===== config.mk =====
export PLATFORM = sky130hd
export DESIGN_NAME = serial_rx_fifo_reg
export DESIGN_NICKNAME = d
export VERILOG_FILES = /design/src/rtl/srx_pkg.sv /design/src/rtl/srx_line_sync.sv /design/src/rtl/srx_deserializer.sv /design/src/rtl/srx_byte_fifo.sv /design/src/rtl/serial_rx_fifo_reg.sv
export SDC_FILE = /design/constraint.sdc
export NUM_CORES = 1
export LEC_CHECK = 0
export ABC_AREA = 1
export BUFFER_PORTS_ARGS = -buffer_cell sky130_fd_sc_hd__buf_4
export CORE_ASPECT_RATIO = 0.9
export CORE_UTILIZATION = 40
export DETAILED_ROUTE_END_ITERATION = 8
export PLACE_DENSITY_LB_ADDON = 0.15
export SYNTH_ARGS = -nofsm -noshare
export SYNTH_HDL_FRONTEND = slang
export SYNTH_HIERARCHICAL = 1
export SYNTH_SLANG_ARGS = --single-unit

===== constraint.sdc =====
create_clock -name clk -period 1.8 [get_ports clk]
set_clock_uncertainty 0.1 [all_clocks]
set_input_delay 0.09 -clock clk [delete_from_list [all_inputs] [get_ports clk]]
set_output_delay 0.09 -clock clk [all_outputs]
set_load 0.02 [all_outputs]

===== src/rtl/srx_pkg.sv =====
package srx_pkg;
  typedef enum logic [1:0] {
    RX_IDLE  = 2'd0,
    RX_START = 2'd1,
    RX_DATA  = 2'd2,
    RX_STOP  = 2'd3
  } rx_state_e;

  localparam int BYTE_W = 8;
  localparam int WORD_W = 32;
endpackage


===== src/rtl/srx_line_sync.sv =====
module srx_line_sync (
  input  logic clk,
  input  logic rst_n,
  input  logic line_in,
  output logic line_q
);
  // Idle level is high, so reset to 1.
  always_ff @(posedge clk or negedge rst_n) begin
    if (!rst_n) line_q <= 1'b1;
    else        line_q <= line_in;
  end
endmodule


===== src/rtl/srx_deserializer.sv =====
module srx_deserializer import srx_pkg::*; #(
  parameter int BIT_CYCLES = 3072
) (
  input  logic              clk,
  input  logic              rst_n,
  input  logic              line_q,
  output logic              byte_vld,
  output logic [BYTE_W-1:0] byte_out
);
  localparam int CNT_W = (BIT_CYCLES > 2) ? $clog2(BIT_CYCLES) : 1;
  localparam logic [CNT_W-1:0] HALF_LAST = CNT_W'(BIT_CYCLES / 2 - 1);
  localparam logic [CNT_W-1:0] FULL_LAST = CNT_W'(BIT_CYCLES - 1);

  rx_state_e         st_q, st_d;
  logic [CNT_W-1:0]  cnt_q, cnt_d;
  logic [2:0]        idx_q, idx_d;
  logic [BYTE_W-1:0] sh_q, sh_d;
  logic              prev_q;
  logic              vld_d;
  logic              fall;

  assign fall = prev_q & ~line_q;

  always_comb begin
    st_d  = st_q;
    cnt_d = cnt_q;
    idx_d = idx_q;
    sh_d  = sh_q;
    vld_d = 1'b0;
    unique case (st_q)
      RX_IDLE: begin
        if (fall) begin
          st_d  = RX_START;
          cnt_d = '0;
        end
      end
      RX_START: begin
        if (cnt_q == HALF_LAST) begin
          cnt_d = '0;
          idx_d = '0;
          st_d  = line_q ? RX_IDLE : RX_DATA;
        end else begin
          cnt_d = cnt_q + 1'b1;
        end
      end
      RX_DATA: begin
        if (cnt_q == FULL_LAST) begin
          cnt_d = '0;
          sh_d  = {line_q, sh_q[BYTE_W-1:1]};
          if (idx_q == 3'd7) st_d = RX_STOP;
          else               idx_d = idx_q + 1'b1;
        end else begin
          cnt_d = cnt_q + 1'b1;
        end
      end
      RX_STOP: begin
        if (cnt_q == FULL_LAST) begin
          cnt_d = '0;
          vld_d = line_q;
          st_d  = RX_IDLE;
        end else begin
          cnt_d = cnt_q + 1'b1;
        end
      end
      default: st_d = RX_IDLE;
    endcase
  end

  always_ff @(posedge clk or negedge rst_n) begin
    if (!rst_n) begin
      st_q     <= RX_IDLE;
      cnt_q    <= '0;
      idx_q    <= '0;
      sh_q     <= '0;
      prev_q   <= 1'b1;
      byte_vld <= 1'b0;
    end else begin
      st_q     <= st_d;
      cnt_q    <= cnt_d;
      idx_q    <= idx_d;
      sh_q     <= sh_d;
      prev_q   <= line_q;
      byte_vld <= vld_d;
    end
  end

  assign byte_out = sh_q;
endmodule


===== src/rtl/srx_byte_fifo.sv =====
module srx_byte_fifo #(
  parameter int DEPTH = 4,
  parameter int WIDTH = 8
) (
  input  logic                       clk,
  input  logic                       rst_n,
  input  logic                       push,
  input  logic [WIDTH-1:0]           din,
  input  logic                       pop,
  output logic [WIDTH-1:0]           dout,
  output logic [$clog2(DEPTH+1)-1:0] count,
  output logic                       full,
  output logic                       empty
);
  localparam int AW = (DEPTH > 1) ? $clog2(DEPTH) : 1;
  localparam int CW = $clog2(DEPTH + 1);
  localparam logic [AW-1:0] LAST = AW'(DEPTH - 1);

  logic [WIDTH-1:0] mem [DEPTH];
  logic [AW-1:0]    wp_q, wp_d, rp_q, rp_d;
  logic [CW-1:0]    cnt_q, cnt_d;
  logic             do_push, do_pop;

  assign empty   = (cnt_q == '0);
  assign full    = (cnt_q == CW'(DEPTH));
  assign do_pop  = pop & ~empty;
  assign do_push = push & (~full | do_pop);

  always_comb begin
    wp_d  = wp_q;
    rp_d  = rp_q;
    cnt_d = cnt_q;
    if (do_push) wp_d = (wp_q == LAST) ? '0 : wp_q + 1'b1;
    if (do_pop)  rp_d = (rp_q == LAST) ? '0 : rp_q + 1'b1;
    if (do_push && !do_pop)      cnt_d = cnt_q + 1'b1;
    else if (do_pop && !do_push) cnt_d = cnt_q - 1'b1;
  end

  always_ff @(posedge clk or negedge rst_n) begin
    if (!rst_n) begin
      wp_q  <= '0;
      rp_q  <= '0;
      cnt_q <= '0;
    end else begin
      wp_q  <= wp_d;
      rp_q  <= rp_d;
      cnt_q <= cnt_d;
    end
  end

  for (genvar g = 0; g < DEPTH; g++) begin : g_slot
    always_ff @(posedge clk or negedge rst_n) begin
      if (!rst_n)                             mem[g] <= '0;
      else if (do_push && wp_q == AW'(g))     mem[g] <= din;
    end
  end

  assign dout  = mem[rp_q];
  assign count = cnt_q;
endmodule


===== src/rtl/serial_rx_fifo_reg.sv =====
module serial_rx_fifo_reg import srx_pkg::*; #(
  parameter int BIT_CYCLES = 3072,
  parameter int DEPTH      = 4
) (
  input  logic              clk,
  input  logic              rst_n,
  input  logic              serial_in,
  input  logic              rd_sel,
  output logic [WORD_W-1:0] rd_data
);
  localparam int CW = $clog2(DEPTH + 1);

  logic              line_q;
  logic              byte_vld;
  logic [BYTE_W-1:0] byte_out;
  logic [BYTE_W-1:0] head;
  logic [CW-1:0]     fifo_count;
  logic              fifo_full, fifo_empty;
  logic              ovf_q, ovf_d, drop;
  logic [WORD_W-1:0] word_d;

  srx_line_sync u_sync (
    .clk(clk), .rst_n(rst_n), .line_in(serial_in), .line_q(line_q)
  );

  srx_deserializer #(.BIT_CYCLES(BIT_CYCLES)) u_deser (
    .clk(clk), .rst_n(rst_n), .line_q(line_q),
    .byte_vld(byte_vld), .byte_out(byte_out)
  );

  srx_byte_fifo #(.DEPTH(DEPTH), .WIDTH(BYTE_W)) u_fifo (
    .clk(clk), .rst_n(rst_n), .push(byte_vld), .din(byte_out),
    .pop(rd_sel), .dout(head), .count(fifo_count),
    .full(fifo_full), .empty(fifo_empty)
  );

  assign drop = byte_vld & fifo_full & ~rd_sel;

  always_comb begin
    ovf_d = ovf_q;
    if (rd_sel) ovf_d = 1'b0;
    if (drop)   ovf_d = 1'b1;
    word_d = {ovf_q, ~fifo_empty, {(WORD_W-BYTE_W-2){1'b0}},
              fifo_empty ? {BYTE_W{1'b0}} : head};
  end

  always_ff @(posedge clk or negedge rst_n) begin
    if (!rst_n) begin
      ovf_q   <= 1'b0;
      rd_data <= '0;
    end else begin
      ovf_q <= ovf_d;
      if (rd_sel) rd_data <= word_d;
    end
  end
endmodule


* After elaboration in Yosys (flattened, before gate mapping) *
Index checks and enable logic that the tools add are counted.

word-level totals
  register bits = 78
  bits of input ports = 4
  output and inout port bits = 32
  word-level logic and storage cells = 96

operators by class
  add/subtract/negate cells = 6
  magnitude comparators = 1
  equal/unequal tests = 17
  mux-type cells = 27
  bitwise gates (word level) = 11
  reductions and logical operators = 18

operators by type and width
  kind                   number
  $mux 12                3
  $pmux 12 s3            1
  $mux 8                 3
  $bmux 8 s2             1
  $mux 2                 8
  $mux 3                 5
  $add 12x1->12 const B  1
  $eq 12x11->1 const B   1
  $eq 12x12->1 const B   1
  $eq 2x2->1 const B     5
  $ne 2x1->1 const B     5
  $pmux 2 s4             1
  $add 3x1->3 const B    2
  $eq 3x3->1 const B     2
  $logic_and 1x1->1      6
  $pmux 3 s2             1
  $reduce_bool 2->1      3
  $and 1x1->1            5
  $reduce_and 5->1       1
  $add 2x1->2 const B    2
  $eq 2x1->1 const B     2
  $logic_not 2->1        2
  $mux 1                 4
  $not 1->1              4
  10 further kinds       11

* Logic depth before layout (Yosys ltp) *
Gate-level depths: netlist (run 1).

  word-level depth = 9
  mapped depth = 11
  gate-level depth less buffers = 11

* Modules after synthesis *
The synthesis (run 1) kept the hierarchy.

modules (own cells, without submodules)
  module              instances  cells each  area an instance (µm²)  seq. area each (µm²)
  srx_byte_fifo       1          239         1995.7                  975.9
  srx_deserializer    1          170         1411.4                  676.9
  serial_rx_fifo_reg  1          69          610.6                   275.3
  srx_line_sync       1          1           26.3                    26.3

* Worst setup path before layout (run 1) *
Ideal clock, no wire load.

  path type = reg2reg
  start point = register u_fifo.cnt_q[0] (netlist: u_fifo/count[0])
  end point = register u_fifo.cnt_q[2] (netlist: u_fifo/count[2])
  setup time = 123 ps
  data arrival time = 1682 ps
  data required time = 1577 ps
  slack = -105 ps
  stages on the path, launching flop included = 10
  path buffers = 0
  period minus slack after synthesis = 1905 ps
  cells stage by stage = dfrtp_1 > inv_1 > nand2_1 > o21ai_1 > ha_1 > inv_1 > fa_1 > nand2_1 > nand3_1 > xor2_1

between the ends
  longest elaborated chain between the ends = 8
  elaborated cells on any way between the ends = 16
  those cells by class = 2 x add/sub; 1 x eq/ne; 2 x mux; 5 x bitwise; 6 x reduce/logical

RTL lines
  item                                line                 RTL
  start, declared                     srx_byte_fifo.sv:21  logic [CW-1:0] cnt_q, cnt_d;
  start signal, assigned              srx_byte_fifo.sv:47  cnt_q <= cnt_d;
  $logic_not 3->1                     srx_byte_fifo.sv:24  assign empty = (cnt_q == '0);
  $not 1->1                           srx_byte_fifo.sv:26  assign do_pop = pop & ~empty;
  $and 1x1->1                         srx_byte_fifo.sv:26
  $or 1x1->1                          srx_byte_fifo.sv:27  assign do_push = push & (~full | do_pop);
  $and 1x1->1                         srx_byte_fifo.sv:27
  $logic_not 1->1                     srx_byte_fifo.sv:36  else if (do_pop && !do_push) cnt_d = cnt_q - 1'b1;
  $logic_and 1x1->1                   srx_byte_fifo.sv:36
  $reduce_bool 2->1 (no source line)  --

Parallel ways exist; a longest one is shown, timed or not. The select of a mux whose other input is x is not followed.
A chain may end at the register's enable or synchronous reset.

* Worst setup path in the final report (run 1) *
  start point = register u_fifo.cnt_q[0] (netlist: u_fifo/count[0])
  end point = register u_fifo.cnt_q[1] (netlist: u_fifo/count[1])

between the ends
  elaborated cells on any way between the ends = 16
  those cells by class = 2 x add/sub; 1 x eq/ne; 2 x mux; 5 x bitwise; 6 x reduce/logical

RTL lines
  item                   line                 RTL
  $logic_not 3->1        srx_byte_fifo.sv:24
  $not 1->1              srx_byte_fifo.sv:26
  $and 1x1->1            srx_byte_fifo.sv:26
  $or 1x1->1 (*)         srx_byte_fifo.sv:27
  $and 1x1->1 (*)        srx_byte_fifo.sv:27
  net u_fifo.do_push     srx_byte_fifo.sv:22  logic do_push, do_pop;
  $logic_and 1x1->1 (*)  srx_byte_fifo.sv:35  if (do_push && !do_pop) cnt_d = cnt_q + 1'b1;
  $mux 3 (*)             srx_byte_fifo.sv:35
  net u_fifo.cnt_d[1]    srx_byte_fifo.sv:21

Mark *: on every way through the listed nets, which the timed path passes. The rest lies on a longest branch. The select of a mux whose other input is x is not followed.

==> results of run 1 <==
[stage by stage]
| step | hold WS [ps] | instance area [sq um] | utilization, % |
|---|---|---|---|
| floorplan | -305.6 | 4159 | - |
| global placement | -1.959 | 4290 | 44.04 |
| detailed placement | -10.10 | 4290 | 44.04 |
| CTS | 139.8 | 4553 | 46.74 |
| global route | 158.5 | 4621 | 47.43 |
| finish | 138.0 | 4621 | 47.43 |
[sequential cells by signal, indices dropped and copies added, names as in the netlist, named ones only]
name / flops
ovf_q: 1
u_deser/byte_out: 8
u_deser/st_q: 1
u_deser/cnt_q: 12
rd_data: 10
u_fifo/wp_q: 2
u_deser/prev_q: 1
u_fifo/rp_q: 2
u_deser/byte_vld: 1
u_fifo/mem: 32
u_fifo/count: 3
u_sync/line_q: 1
u_deser/idx_q: 3
[area by class of cell]
type | instances | area (sq um) | share of cell area (%)
clock inverters | 3 | 67.56 | 1.462
inverters | 37 | 141.4 | 3.060
repair buffers | 39 | 319.1 | 6.905
clock buffers | 12 | 155.1 | 3.358
flip-flops and latches | 78 | 1954 | 42.30
well taps | 126 | 157.7 | 3.412
multi-input cells | 346 | 1826 | 39.51
[logic make-up after synthesis]
family,Yosys count,synth area share (%)
simple gates,250,29.18
flops,78,48.33
buf+inv,77,10.15
compound gates,56,7.426
fa+ha+maj,10,3.280
xor+xnor,6,1.299
other cells,1,0.09273
mux,1,0.2475
[path summary, 6_finish.rpt]
path	start	end	slack, ps
worst min-delay path	rst_n	ovf_q	140
worst max-delay path	u_fifo/count[0]	u_fifo/count[1]	50
worst max register to register	u_fifo/count[0]	u_fifo/count[1]	50
min in group clk	u_sync/line_q	u_deser/prev_q	270
worst min register to register	u_sync/line_q	u_deser/prev_q	270
max in group asynchronous	rst_n	u_fifo/wp_q[0]	900
[routing by layer]
| metal | vias up | routed length [um] |
|---|---|---|
| li1 | 1599 | - |
| met1 | 1504 | 4090 |
| met2 | 58 | 3963 |
| met3 | 7 | 364 |
| met4 | 0 | 74 |
| met5 | - | 0 |
[worst reg2reg max path, stage by stage, from the launching register on]
cell,delay (ps)
dfrtp_1,410
nor2_2,160
nand3_4,90
nand2_4,90
inv_4,40
ha_4,150
inv_2,60
fa_2,420
nand2_1,60
o21ai_1,60
[where the power goes]
group	leakage (nW)	internal, mW	switching [mW]
clock	0.109	0.850	0.614
sequential	1.05	1.98	0.235
combinational	1.18	0.728	1.20
[placed cells by master, fill, tap and decap left out, drive strengths merged]
cell | Yosys | routed
conb | 1 | 22
nor2 | 33 | 34
or2 | 3 | 3
o22ai | 10 | 10
dfrtp | 76 | 76
o21a | 1 | 1
xnor2 | 1 | 1
o21ai | 43 | 43
a31oi | 1 | 1
inv | 37 | 37
nand2 | 153 | 153
xor2 | 5 | 5
ha | 9 | 9
clkinvlp | 0 | 1
buf | 36 | 35
fa | 1 | 1
mux2i | 1 | 1
a21oi | 1 | 1
nand3 | 25 | 25
bufinv | 0 | 2
nand3b | 1 | 1
nand4 | 32 | 32
dfstp | 2 | 2
clkbuf | 4 | 12
dlygate4sd3 | 0 | 4
nor3 | 3 | 3
[repair_timing]
| item | CTS | global route |
|---|---|---|
| setup buffers | 0 | 4 |
| resized for setup | 1 | 8 |
| endpoints found under the hold margin | 67 | 0 |
| pin swaps | 1 | 6 |
| hold buffers | 4 | 0 |
| setup endpoints to repair | 1 | 19 |
| cloned | 0 | 1 |
==> metrics.yaml, run 1 <==
flow_run:
  drv_cap: 0
clock_tree:
  clk_latency_ps: 350
  clkSinkCount: 78
  clk_path_buf_depth: 2
  h-tree-depth: 3
  cts_buffers: 9
  root_buffer: "clkbuf_8"
  cts_tree: "yes"
  clk_pin_slew_ps: 80
routing:
  wire_per_inst_um: 13.25
  drtAntennaViolNets: 0
  vias_per_cell: 4.942
  drt-total-wl_um: 8493
  vias: 3168
  drt_iter0_markers: 219
  dr.pass1.iters: 5
  drc: 0
worst_setup_path:
  slowest_delay_ps: 420
  cp.depth: 9
  slowest_stage: "fa_2"
  reg2reg_depth: 9
  crit_family: "adder cells"
  worstSetupEndpointType: "register"
  worstPathRequired_ps: 1940
  critPathKind: "reg -> reg"
  path_max_fanout: 4
  worstPathCellList: "nor2_2, nand3_4, nand2_4, inv_4, ha_4, inv_2, fa_2, nand2_1, o21ai_1"
  startpoint_type: "register"
  worstPathArrival_ps: 1890
  crit_buf_inv: 2
finish:
  area_growth_pct: 14.26
  nFillCells: 956
  finalNetCount: 525
  layout-drive-gt1-share_pct: 17.28
  antenna_cells: 0
  layoutNonFillerInstCount: 641
floorplanning:
  die_w_um: 108.0
  rows: 34
  fp.dieH_um: 97.39
  start_util_pct: 41.51
  die_area_sq_um: 10520
  core_sq_um: 9742
  io_pins: 36
timing:
  post-route-period-util_pct: 97.41
  slew_viol_final: 0
  setup_violations: 0
  hold_viol: 0
  rsz0062_at_grt: "yes"
  setup_tns_ps: 0
  post-route-min-period_ps: 1753
  fmax_mhz: 570.4
  fin_ws_ps: 46.70
worst_hold_path:
  hold_class: "in -> async"
synthesis:
  synth-edff-count: 0
  synth_warnings: 6
  synth.distinct_cells: 36
  netlist_top_cells_count: "nand2_1 (146), dfrtp_1 (76), o21ai_0 (38)"
  synth_most_common_cell: "nand2_1"
  synth_ff_type: "dfrtp_1"
  synth_top_cell_area_share_pct: 47.03
  netlist_instances: 479
  syn_area_per_cell_sq_um: 8.442
  ys_ff_latch: 78
  synth.area.top_cells: "dfrtp_1 (47%), nand2_1 (14%), nand4_1 (5.0%)"
  yosysSeqAreaShare_pct: 48.33
  synth-async-reset-ratio_pct: 100.0
  syn-cell-area_sq_um: 4044
  yosysTopAreaCell: "dfrtp_1"
global_route:
  grt.overflow.total: 0
  grt_usage_pct: 17.92
  gr-max-usage-layer: "met2"
  grt_pass1_vias: 2992
  grt_pass1_wl_um: 14610
  grt_use_met1_pct: 25.60
  antenna_found_initial: 0
  grt_max_degree: 38
  grt_use_met2_pct: 26.85
  grt.met3_usage_pct: 4.024
placed_design:
  routabilityCongestion: 0.7921
  port_buffers: 13
  dp_hpwl_um: 5923
  dp_cells: 617
  dp_slack_ps: -25.97
run_status:
  outcome: "finished, final reports clean"
power_and_ir_drop:
  finalPower_mw: 5.603
  vdd_ir_drop_max_v: 0.0006422
  powerDensity_nw_per_um2: 1213
  power.leakage_nw: 2.345
Power figures use the tool's default switching activity.
==> run 2, diff against run 1 <==
--- a/config.mk
+++ b/config.mk
@@ -7,6 +7,8 @@
 export LEC_CHECK = 0
 export ABC_AREA = 1
 export BUFFER_PORTS_ARGS = -buffer_cell sky130_fd_sc_hd__buf_4
+export CELL_PAD_IN_SITES_DETAIL_PLACEMENT = 0
+export CELL_PAD_IN_SITES_GLOBAL_PLACEMENT = 1
 export CORE_ASPECT_RATIO = 0.9
 export CORE_UTILIZATION = 40
 export DETAILED_ROUTE_END_ITERATION = 8
==> metrics.yaml, run 2 (synthesis gave the netlist of run 1 again) <==
placed_design:
  placed_cell_area_sq_um: 4273  # was 4290 sq um
  dp_slack_ps: -28.17  # was -25.97 ps
  dp_cells: 613  # was 617
  routabilityCongestion: 0.7746  # was 0.7921
  dp_hpwl_um: 6036  # was 5923 um
  port_buffers: 13  # unchanged
finish:
  antenna_cells: 0  # unchanged
  reg.largest.list: "u_fifo/mem x32, u_deser/cnt_q x12, rd_data x10"  # unchanged
  finalNetCount: 523  # was 525
  layout_commonest_cell: "nand2_1"  # unchanged
  area_growth_pct: 13.21  # was 14.26%
  layoutNonFillerInstCount: 638  # was 641
  nFillCells: 1001  # was 956
  final_cell_mix: "nand2_1 (140), dfrtp_1 (76), o21ai_0 (37)"  # was nand2_1 (142), dfrtp_1 (76), o21ai_0 (37)
  finish.instance_area_sq_um: 4578  # was 4621 sq um
  largest_reg_flops: 32  # unchanged
  layout-drive-gt1-share_pct: 17.97  # was 17.28%
  top_register: "u_fifo/mem"  # unchanged
global_route:
  grt.overflow.total: 0  # unchanged
  antenna_found_initial: 0  # unchanged
  grt_max_degree: 38  # unchanged
  grt_pass1_vias: 3042  # was 2992
  grt_usage_pct: 18.57  # was 17.92%
  grt_pass1_wl_um: 15130  # was 14610 um
clock_tree:
  cts_buffers: 9  # unchanged
  h-tree-depth: 3  # unchanged
  clk_pin_slew_ps: 90  # was 80 ps
  cts_tree: "yes"  # unchanged
  clk_latency_ps: 360  # was 350 ps
  root_buffer: "clkbuf_8"  # unchanged
  clkSinkCount: 78  # unchanged
  clk_path_buf_depth: 2  # unchanged
timing:
  setup_violations: 0  # unchanged
  rsz0062_at_grt: "yes"  # unchanged
  fmax_mhz: 556.2  # was 570.4 MHz
  fin_ws_ps: 2.147  # was 46.70 ps
  setup_tns_ps: 0  # unchanged
  slew_viol_final: 0  # unchanged
  post-route-period-util_pct: 99.88  # was 97.41%
  post-route-min-period_ps: 1798  # was 1753 ps
  hold_viol: 0  # unchanged
worst_setup_path:
  slowest_stage: "dfrtp_1"  # was fa_2
  rrSetupSlack_ps: 2  # was 50 ps
  reg2reg_depth: 9  # unchanged
  worstPathArrival_ps: 1950  # was 1890 ps
  critPathKind: "reg -> reg"  # unchanged
  startpoint_type: "register"  # unchanged
  worstPathCellList: "inv_2, nand2_2, o21ai_4, ha_4, inv_2, fa_2, nand2_2, nand3_2, xor2_1"  # was nor2_2, nand3_4, nand2_4, inv_4, ha_4, inv_2, fa_2, nand2_1, o21ai_1
  worstSetupEndpointType: "register"  # unchanged
  reg2reg_from: "u_fifo/count[1]"  # was u_fifo/count[0]
  slowest_delay_ps: 420  # about the same
  r2r_end: "u_fifo/count[2]"  # was u_fifo/count[1]
  crit_path_start: "u_fifo/count[1]"  # was u_fifo/count[0]
  path_max_fanout: 3  # was 4
  worstPathRequired_ps: 1950  # was 1940 ps
floorplanning:
  core_sq_um: 9742  # unchanged
  fp.dieH_um: 97.39  # unchanged
  die_area_sq_um: 10520  # unchanged
  io_pins: 36  # unchanged
  start_util_pct: 41.51  # unchanged
  rows: 34  # unchanged
  die_w_um: 108.0  # unchanged
routing:
  drt_iter0_markers: 203  # was 219
  dr.pass1.iters: 4  # was 5
  drtAntennaViolNets: 0  # unchanged
  drc: 0  # unchanged
  wire_per_inst_um: 13.74  # was 13.25 um
  drt-total-wl_um: 8768  # was 8493 um
  vias: 3124  # was 3168
  vias_per_cell: 4.897  # was 4.942
power_and_ir_drop:
  power.leakage_nw: 2.334  # was 2.345 nW
  vdd_ir_drop_max_v: 0.0007000  # was 0.0006422 V
  powerDensity_nw_per_um2: 1198  # was 1213 nW/um^2
run_status:
  outcome: "finished, final reports clean"  # unchanged
worst_hold_path:
  hold_class: "in -> async"  # unchanged
flow_run:
  drv_cap: 0  # unchanged
run 2: cell count changes in the layout (fill, tap and decap cells not counted), sizes merged:
| cell | change |
|---|---|
| nor2 | -1 |
| clkinv | +3 |
| clkbuf | -2 |
| clkinvlp | -1 |
| bufinv | -1 |
| dlygate4sd3 | -1 |
run 2: power breakdown:
| part | internal (mW) | total [mW] | switching, mW |
|---|---|---|---|
| clock network | 0.661 | 1.29 | 0.631 |
| registers | 1.98 | 2.20 | 0.228 |
| logic | 0.768 | 1.99 | 1.22 |
| total | 3.41 | 5.49 | 2.08 |
run 2: critical path, delay by kind of cell, from the launching register on:
| kind | cells | cell delay (ps) |
|---|---|---|
| XOR/XNOR | 1 | 160 |
| buffers and inverters | 2 | 120 |
| flip-flops | 1 | 420 |
| AO/OA/AOI/OAI | 1 | 190 |
| AND/OR/NAND/NOR | 3 | 210 |
| adder cells (fa/ha/maj) | 2 | 510 |
run 2: timing repair:
item	4_1_cts	5_1_grt
endpoints found under the setup margin	1	16
setup buffers	2	6
hold buffers	3	0
pin swaps	1	10
resized for setup	1	11
gates cloned	0	0
endpoints found under the hold margin	73	0
run 2: worst max-delay path by stage:
stage | to | cells past startpoint
floorplan | u_fifo/count[1] | 9
global placement | u_fifo/count[2] | 9
detailed placement | u_fifo/count[2] | 9
CTS | u_fifo/count[1] | 9
global route | u_fifo/count[2] | 10
finish | u_fifo/count[2] | 9
run 2: layout make-up:
cell class              instances  area [sq um]  area share [%]
well taps                     126         157.7           3.444
clock buffers                  10         137.6           3.006
flip-flops and latches         78          1954           42.69
clock inverters                 4         48.80           1.066
repair buffers                 38         321.6           7.024
multi-input cells             345          1817           39.68
inverters                      37         141.4           3.088
run 2: metrics by stage:
stage               hold slack (ps)  total power, mW  util, %
floorplan                    -305.6            3.549        -
global placement             -24.63            4.088    43.86
detailed placement           -18.87            4.111    43.86
CTS                           124.0            5.460    46.24
global route                  151.5            5.912    46.99
finish                        116.9            5.487    46.99
run 2: routing by layer:
layer  GRT usage [%]  wire [um]  up-vias  part of all wire, %
met4           5.058         45        0                 0.51
li1                -          -     1582                    -
met3           4.427        309        4                  3.5
met1           26.35       4340     1477                   49
met2           28.17       4073       61                   46
met5               0          0        -                    0
